--- src/rtl/adc_seq_pkg.sv ---
package adc_seq_pkg;
  // mode register bit positions
  localparam int MODE_HW_BIT   = 0;
  localparam int MODE_CONT_BIT = 1;
  // status register
  localparam int STAT_BUSY_BIT = 0;

  typedef enum logic {TRIG_SW = 1'b0, TRIG_HW = 1'b1} trig_src_e;
endpackage

--- src/rtl/adc_conv_stub.sv ---
module adc_conv_stub #(
  parameter int CONV_CYC = 6,
  parameter int CH_W     = 5,
  parameter int GW       = 2
) (
  input  logic            clk,
  input  logic            rst,
  input  logic            start,
  input  logic            abort,
  input  logic [GW-1:0]   start_grp,
  input  logic [CH_W-1:0] start_chan,
  input  logic            start_diff,
  output logic            busy,
  output logic            done,
  output logic [GW-1:0]   act_grp,
  output logic [CH_W-1:0] conv_chan,
  output logic            conv_diff
);
  localparam int CW = $clog2(CONV_CYC + 1);

  logic [CW-1:0] cnt;

  always_ff @(posedge clk) begin
    if (rst) begin
      busy      <= 1'b0;
      cnt       <= '0;
      act_grp   <= '0;
      conv_chan <= '0;
      conv_diff <= 1'b0;
    end else if (start) begin
      busy      <= 1'b1;
      cnt       <= CW'(CONV_CYC - 1);
      act_grp   <= start_grp;
      conv_chan <= start_chan;
      conv_diff <= start_diff;
    end else if (abort) begin
      busy <= 1'b0;
    end else if (busy) begin
      if (cnt == '0) busy <= 1'b0;
      else           cnt  <= cnt - 1'b1;
    end
  end

  assign done = busy && (cnt == '0);


  start_busy_chk: assert property (@(posedge clk) disable iff (rst)
    start |=> busy);


  start_chan_chk: assert property (@(posedge clk) disable iff (rst)
    start |=> (conv_chan == $past(start_chan)) && (conv_diff == $past(start_diff)));
endmodule

--- src/rtl/adc_trig_sched.sv ---
module adc_trig_sched #(
  parameter int NUM_GRP = 4,
  parameter int GW      = 2
) (
  input  logic          clk,
  input  logic          rst,
  input  logic          hw_en,
  input  logic          cont,
  input  logic          wr_ctrl,
  input  logic [GW-1:0] wr_grp,
  input  logic          wr_mode,
  input  logic          hw_trig,
  input  logic          busy,
  input  logic          done,
  input  logic [GW-1:0] act_grp,
  output logic          start,
  output logic [GW-1:0] start_grp,
  output logic          abort,
  output logic          fin
);
  import adc_seq_pkg::*;

  logic          trig_q;
  logic [GW-1:0] ptr;
  logic          trig_rise;
  trig_src_e     src;

  assign src       = hw_en ? TRIG_HW : TRIG_SW;
  assign trig_rise = hw_trig && !trig_q;
  assign abort     = busy && wr_ctrl && (wr_grp == act_grp);
  assign fin       = done && !abort;

  always_comb begin
    start     = 1'b0;
    start_grp = '0;
    if (src == TRIG_SW) begin
      start = (wr_ctrl && (wr_grp == '0)) || (fin && cont);
    end else begin
      start     = (trig_rise && !busy) || (fin && cont);
      start_grp = ptr;
    end
  end

  always_ff @(posedge clk) begin
    if (rst) begin
      trig_q <= 1'b0;
      ptr    <= '0;
    end else begin
      trig_q <= hw_trig;
      if (wr_mode)
        ptr <= '0;
      else if (start && src == TRIG_HW)
        ptr <= (ptr == GW'(NUM_GRP - 1)) ? '0 : ptr + 1'b1;
    end
  end


  sw_grp0_chk: assert property (@(posedge clk) disable iff (rst)
    (start && !hw_en) |-> (start_grp == '0));


  busy_trig_ign_chk: assert property (@(posedge clk) disable iff (rst)
    (busy && !done && !abort) |=> $stable(act_grp));
endmodule

--- src/rtl/adc_grp_bank.sv ---
module adc_grp_bank #(
  parameter int NUM_GRP = 4,
  parameter int CH_W    = 5,
  parameter int RES_W   = 12,
  parameter int DATA_W  = 16,
  parameter int AW      = 4,
  parameter int GW      = 2
) (
  input  logic              clk,
  input  logic              rst,
  input  logic              reg_wr,
  input  logic              reg_rd,
  input  logic [AW-1:0]     reg_addr,
  input  logic [DATA_W-1:0] reg_wdata,
  input  logic              set_en,
  input  logic [GW-1:0]     set_grp,
  input  logic [RES_W-1:0]  ana_sample,
  input  logic              busy,
  input  logic [GW-1:0]     act_grp,
  output logic [DATA_W-1:0] reg_rdata,
  output logic              irq,
  output logic              hw_en,
  output logic              cont,
  output logic [CH_W-1:0]   slot_chan [NUM_GRP],
  output logic              slot_diff [NUM_GRP]
);
  import adc_seq_pkg::*;

  localparam logic [AW-1:0] MODE_ADDR = AW'(2 * NUM_GRP);
  localparam logic [AW-1:0] STAT_ADDR = AW'(2 * NUM_GRP + 1);

  logic              slot_ie  [NUM_GRP];
  logic [NUM_GRP-1:0] flag_q, flag_d, ie_d;
  logic [RES_W-1:0]  res_mem  [NUM_GRP];

  logic          in_slots, is_ctrl, is_res;
  logic [GW-1:0] a_grp;

  assign in_slots = reg_addr < MODE_ADDR;
  assign is_ctrl  = in_slots && !reg_addr[0];
  assign is_res   = in_slots &&  reg_addr[0];
  assign a_grp    = GW'(reg_addr >> 1);

  generate
    for (genvar g = 0; g < NUM_GRP; g++) begin : g_slot
      logic wr_me, rd_me;
      assign wr_me = reg_wr && is_ctrl && (a_grp == GW'(g));
      assign rd_me = reg_rd && is_res  && (a_grp == GW'(g));

      always_comb begin
        flag_d[g] = flag_q[g];
        if (rd_me) flag_d[g] = 1'b0;
        if (set_en && set_grp == GW'(g)) flag_d[g] = 1'b1;
        ie_d[g] = wr_me ? reg_wdata[CH_W+1] : slot_ie[g];
      end

      always_ff @(posedge clk) begin
        if (rst) begin
          slot_chan[g] <= '0;
          slot_diff[g] <= 1'b0;
          slot_ie[g]   <= 1'b0;
          flag_q[g]    <= 1'b0;
        end else begin
          if (wr_me) begin
            slot_chan[g] <= reg_wdata[CH_W-1:0];
            slot_diff[g] <= reg_wdata[CH_W];
            slot_ie[g]   <= reg_wdata[CH_W+1];
          end
          flag_q[g] <= flag_d[g];
        end
      end


      flag_src_chk: assert property (@(posedge clk) disable iff (rst)
        $rose(flag_q[g]) |-> ($past(set_en) && $past(set_grp) == GW'(g)));


      rd_clear_chk: assert property (@(posedge clk) disable iff (rst)
        (rd_me && !(set_en && set_grp == GW'(g))) |=> !flag_q[g]);
    end
  endgenerate

  // result storage: single write port, registered read
  always_ff @(posedge clk) begin
    if (set_en) res_mem[set_grp] <= ana_sample;
  end

  always_ff @(posedge clk) begin
    if (rst) begin
      hw_en     <= 1'b0;
      cont      <= 1'b0;
      irq       <= 1'b0;
      reg_rdata <= '0;
    end else begin
      if (reg_wr && reg_addr == MODE_ADDR) begin
        hw_en <= reg_wdata[MODE_HW_BIT];
        cont  <= reg_wdata[MODE_CONT_BIT];
      end
      irq <= |(flag_d & ie_d);
      if (reg_rd) begin
        reg_rdata <= '0;
        if (is_ctrl)
          reg_rdata <= DATA_W'({flag_q[a_grp], slot_ie[a_grp], slot_diff[a_grp], slot_chan[a_grp]});
        else if (is_res)
          reg_rdata <= DATA_W'(res_mem[a_grp]);
        else if (reg_addr == MODE_ADDR) begin
          reg_rdata[MODE_HW_BIT]   <= hw_en;
          reg_rdata[MODE_CONT_BIT] <= cont;
        end else if (reg_addr == STAT_ADDR)
          reg_rdata <= DATA_W'({act_grp, busy});
      end
    end
  end


  irq_src_chk: assert property (@(posedge clk) disable iff (rst)
    irq |-> (|(flag_q & ie_d) || |$past(flag_d)));
endmodule

--- src/rtl/adc_grp_sequencer.sv ---
module adc_grp_sequencer #(
  parameter int NUM_GRP  = 4,
  parameter int CH_W     = 5,
  parameter int RES_W    = 12,
  parameter int DATA_W   = 16,
  parameter int CONV_CYC = 6,
  parameter int AW       = $clog2(2 * NUM_GRP + 2)
) (
  input  logic              clk,
  input  logic              rst,
  input  logic              reg_wr,
  input  logic              reg_rd,
  input  logic [AW-1:0]     reg_addr,
  input  logic [DATA_W-1:0] reg_wdata,
  output logic [DATA_W-1:0] reg_rdata,
  input  logic              hw_trig,
  input  logic [RES_W-1:0]  ana_sample,
  output logic [CH_W-1:0]   conv_chan,
  output logic              conv_diff,
  output logic              conv_busy,
  output logic              irq
);
  localparam int GW = (NUM_GRP > 1) ? $clog2(NUM_GRP) : 1;

  logic              hw_en, cont;
  logic              wr_ctrl, wr_mode;
  logic [GW-1:0]     wr_grp;
  logic              start, abort, fin, done, busy;
  logic [GW-1:0]     start_grp, act_grp;
  logic [CH_W-1:0]   slot_chan [NUM_GRP];
  logic              slot_diff [NUM_GRP];
  logic [CH_W-1:0]   start_chan;
  logic              start_diff;

  assign wr_ctrl = reg_wr && (reg_addr < AW'(2 * NUM_GRP)) && !reg_addr[0];
  assign wr_mode = reg_wr && (reg_addr == AW'(2 * NUM_GRP));
  assign wr_grp  = GW'(reg_addr >> 1);

  // settings written in the same edge as the start take effect at once
  always_comb begin
    if (wr_ctrl && wr_grp == start_grp) begin
      start_chan = reg_wdata[CH_W-1:0];
      start_diff = reg_wdata[CH_W];
    end else begin
      start_chan = slot_chan[start_grp];
      start_diff = slot_diff[start_grp];
    end
  end

  adc_grp_bank #(
    .NUM_GRP(NUM_GRP), .CH_W(CH_W), .RES_W(RES_W),
    .DATA_W(DATA_W), .AW(AW), .GW(GW)
  ) u_bank (
    .clk(clk), .rst(rst),
    .reg_wr(reg_wr), .reg_rd(reg_rd), .reg_addr(reg_addr), .reg_wdata(reg_wdata),
    .set_en(fin), .set_grp(act_grp), .ana_sample(ana_sample),
    .busy(busy), .act_grp(act_grp),
    .reg_rdata(reg_rdata), .irq(irq), .hw_en(hw_en), .cont(cont),
    .slot_chan(slot_chan), .slot_diff(slot_diff)
  );

  adc_trig_sched #(.NUM_GRP(NUM_GRP), .GW(GW)) u_sched (
    .clk(clk), .rst(rst), .hw_en(hw_en), .cont(cont),
    .wr_ctrl(wr_ctrl), .wr_grp(wr_grp), .wr_mode(wr_mode), .hw_trig(hw_trig),
    .busy(busy), .done(done), .act_grp(act_grp),
    .start(start), .start_grp(start_grp), .abort(abort), .fin(fin)
  );

  adc_conv_stub #(.CONV_CYC(CONV_CYC), .CH_W(CH_W), .GW(GW)) u_conv (
    .clk(clk), .rst(rst), .start(start), .abort(abort),
    .start_grp(start_grp), .start_chan(start_chan), .start_diff(start_diff),
    .busy(busy), .done(done), .act_grp(act_grp),
    .conv_chan(conv_chan), .conv_diff(conv_diff)
  );

  assign conv_busy = busy;


  other_wr_keep_chk: assert property (@(posedge clk) disable iff (rst)
    (busy && !done && wr_ctrl && wr_grp != act_grp && !start) |=> busy);
endmodule

--- config.mk ---
export PLATFORM = sky130hd
export DESIGN_NAME = adc_grp_sequencer
export DESIGN_NICKNAME = d
export VERILOG_FILES = /design/src/rtl/adc_seq_pkg.sv /design/src/rtl/adc_conv_stub.sv /design/src/rtl/adc_trig_sched.sv /design/src/rtl/adc_grp_bank.sv /design/src/rtl/adc_grp_sequencer.sv
export SDC_FILE = /design/constraint.sdc
export NUM_CORES = 1
export LEC_CHECK = 0
export ABC_AREA = 1
export CAP_MARGIN = 15
export CELL_PAD_IN_SITES_DETAIL_PLACEMENT = 0
export CELL_PAD_IN_SITES_GLOBAL_PLACEMENT = 1
export CORE_ASPECT_RATIO = 1.25
export CORE_MARGIN = 2
export CORE_UTILIZATION = 38
export CTS_CLUSTER_SIZE = 28
export DETAILED_ROUTE_END_ITERATION = 8
export DONT_BUFFER_PORTS = 1
export PLACE_DENSITY = 0.67
export SYNTH_ARGS = -nofsm -noshare
export SYNTH_HDL_FRONTEND = slang
export SYNTH_SLANG_ARGS = --single-unit
--- constraint.sdc ---
create_clock -name clk -period 4.6 [get_ports clk]
set_clock_uncertainty 0.2 [all_clocks]
set_input_delay 0.92 -clock clk [delete_from_list [all_inputs] [get_ports clk]]
set_output_delay 0.92 -clock clk [all_outputs]
set_load 0.005 [all_outputs]
==> run_results.csv <==
group,metric,value,unit
timing,post-route-min-period,2540,ps
synth,synth_mux_area_share,0,%
min_path,min_to,"u_conv.conv_chan[2]",
routing,routed-wl-met3,693,um
synth,synth-edff-count,52,
global_routing,grt_pass1_vias,3589,
synth,yosys.area.top_type,"edfxtp_1",
synth,yosys_warnings,0,
critical_path,crit_path_top_delay_cell,"nor2_1",
routing,drt_pre_antenna_iters,4,
place,finalWeightedCongestion,0.791,
die,die_x,105,um
routing,highest_layer,"met4",
synth,synthSimpleGateAreaFrac,17.6,%
timing,finalSetupViolations,0,
routing,vias,3781,
critical_path,rr_endpoint,"u_conv.conv_chan[4]",
routing,wl_per_cell,17.1,um
synth,syn_area_per_cell,8.70,um2
critical_path,r2r_start,"u_sched.ptr[0]",
synth,netlist.area_leader.share,32.2,%
routing,ant_nets,0,
synth,netlist_area,4850,um2
critical_path,worstSetupPathType,"in -> reg",
timing,maxSlewHeadroom,37.1,%
timing,min_period_over_period,55.2,%
routing,wl,12300,um
routing,drc,0,
outcome,run_status,"completed",
place,dpl.hpwl,8350,um
synth,synth-compound-area-share,17.1,%
critical_path,arrival,2590,ps
power,ir_worst_vdd,249,uV
timing,tightest_slew,940,ps
die,rows,46,
die,die_h,130,um
global_routing,overflow,0,
global_routing,antenna_found_initial,0,
cells_and_area,area_delta_synth_final,7.63,%
clocking,clock_path_buffers,2,
job,drv_cap,0,
min_path,hp-class,"reg -> reg",
die,coreArea,12600,um2
timing,setup_slack,2060,ps
synth,synth_xor_area_share,0.361,%
min_path,hp-start,"u_conv.conv_chan[2]",
critical_path,crit_path_start_kind,"input port",
synth,synthTopCellsByCount,"nand2_1, o21ai_0, inv_1, dfxtp_1, edfxtp_1",
synth,async_reset_ff_share,0,%
timing,max_clock_freq,394,MHz
critical_path,rrSetupSlack,2150,ps
die,initial_core_util,38.5,%
routing,drt-met1-wl,5370,um
synth,synth_cell_types,34,
synth,synth_area_leaders,"edfxtp_1, dfxtp_1, nand2_1",
critical_path,cpMostUsedCell,"nor2_1",
timing,rsz0062_at_grt,"false",
clocking,cts-root-buf,"clkbuf_16",
global_routing,grt_pass1_wl,19300,um
critical_path,max_stage_delay,750,ps
critical_path,crit_chain,"nor2_4 -> nand2_4 -> nor2_1 -> o21ai_0 -> nand2_1 -> nand2_1 -> nor2_1 -> nor2_1",
min_path,hold_depth,2,
timing,hold_viol_final,0,
timing,slew_viol_final,0,
routing,dr.first_iter.drc_count,208,
routing,viasPerCell,5.24,
timing,finalSetupTns,0,ps
clocking,clk_pin_slew,70,ps
critical_path,cp-end-kind,"register",
clocking,cts_num_sinks,110,
critical_path,reg2regPathDepth,6,
synth,ys_seq_elements,110,
place,portBuffers,0,
global_routing,grt_max_degree,32,
cells_and_area,layout.nets,588,
clocking,cts_hold_buf,0,
synth,synthAdderAreaFrac,0.773,%
synth,postSynthCellCount,558,
die,design.portCount,61,
critical_path,critPathMaxFanout,15,
place,place_ws,1700,ps
clocking,post_cts_resized,0,
clocking,cts_made_buffers,9,
critical_path,required,4650,ps
synth,synth-seq-area-share,56.1,%
global_routing,grt_usage,18.7,%
synth,synth_ff_type,"dfxtp_1",
clocking,cts_tree,"yes",
cells_and_area,drive_gt1_share,6.33,%
power,p_leak,1.99,nW
clocking,postCtsSetupBuffers,0,
power,power_density,359,nW/um2
cells_and_area,n_antenna_cell,0,
clocking,htreeDepth,3,
die,die_area,13700,um2
synth,post-synth-top-count-cell,"nand2_1",
clocking,clkLatencyLatePin,350,ps
synth,synth_top_family_by_area,"simple AND/OR/NAND/NOR gates",
routing,wl_met2,5970,um
-- area by class of cell --
| type | instances | area [um2] |
|---|---|---|
| Inverter | 68 | 258 |
| Tap cell | 168 | 210 |
| Clock inverter | 5 | 35.0 |
| Clock buffer | 11 | 233 |
| Sequential cell | 110 | 2720 |
| Multi-Input combinational cell | 357 | 1750 |
| Fill cell | 1276 | 7380 |
| Timing Repair Buffer | 2 | 15.0 |
-- cell families (layout without fill, tap and decap cells) --
| logic type | after synthesis | after routing |
|---|---|---|
| AO/OA/AOI/OAI | 152 | 152 |
| XOR/XNOR | 2 | 2 |
| adder cells (fa/ha/maj) | 3 | 3 |
| buffers and inverters | 94 | 86 |
| flip-flops | 110 | 110 |
| other | 1 | 4 |
| AND/OR/NAND/NOR | 196 | 196 |
-- through the flow --
step / area [um2] / cells / utilization, % / hold slack [ps] / power (mW)
final: 5230 / 721 / 41.5 / 279 / 1.88
after global routing: 5230 / 721 / 41.5 / 306 / 1.94
after CTS: 5230 / 721 / 41.5 / 280 / 1.89
after detailed placement: 4960 / 705 / 39.3 / 268 / 1.17
after global placement: 4960 / 705 / 39.3 / 266 / 1.17
after floorplan: 4870 / 561 / - / 255 / 1.15
-- metal layers --
metal | vias up | global-route usage, %
li1 | 1859 | -
met1 | 1796 | 22.7
met2 | 103 | 32.1
met3 | 23 | 4.12
met4 | 0 | 8.08
met5 | - | 0
-- sequential cells by signal, indices dropped and copies added, names as in the netlist, 2 cells and up --
register / count
u_conv.cnt: 3
u_bank.slot_chan: 20
u_bank.slot_ie: 4
u_bank.res_mem: 48
u_sched.ptr: 2
u_bank.slot_diff: 4
u_conv.act_grp: 2
u_conv.conv_chan: 5
u_bank.flag_q: 4
u_bank.reg_rdata: 12
-- worst max-delay path by stage --
stage,start,to,slack [ps]
2_1_floorplan,reg_addr[2],u_bank.res_mem[0][0],2260
3_5_place_dp,reg_addr[3],u_bank.irq,1700
5_1_grt,reg_addr[3],u_bank.irq,1830
4_1_cts,reg_addr[3],u_bank.irq,2070
3_3_place_gp,reg_addr[3],u_bank.irq,1710
6_report,reg_addr[3],u_bank.irq,2060
-- cell usage in the layout, fill, tap and decap left out, drive strengths merged, types with 2 or more instances in the layout --
cell type,instances
o21ai,80
clkbuf,11
ha,3
nor2,47
xor2,2
conb,4
edfxtp,52
a22oi,8
nand3,18
clkinv,3
a21oi,42
clkinvlp,2
a22o,2
o211ai,4
nand2,117
o22ai,16
inv,68
dfxtp,58
buf,2
nand4,12
-- power breakdown --
| group | total (mW) | leakage [nW] | internal (mW) | switching (mW) |
|---|---|---|---|---|
| logic | 0.0992 | 0.926 | 0.0289 | 0.0703 |
| clock network | 0.725 | 0.126 | 0.369 | 0.357 |
| registers | 1.05 | 0.941 | 1.04 | 0.0105 |
-- critical path: cells and delay by family --
family          cells  cell delay (ps)
compound gates      1              190
simple gates        7             1480
Note: power is estimated with default switching activity, not from simulation.
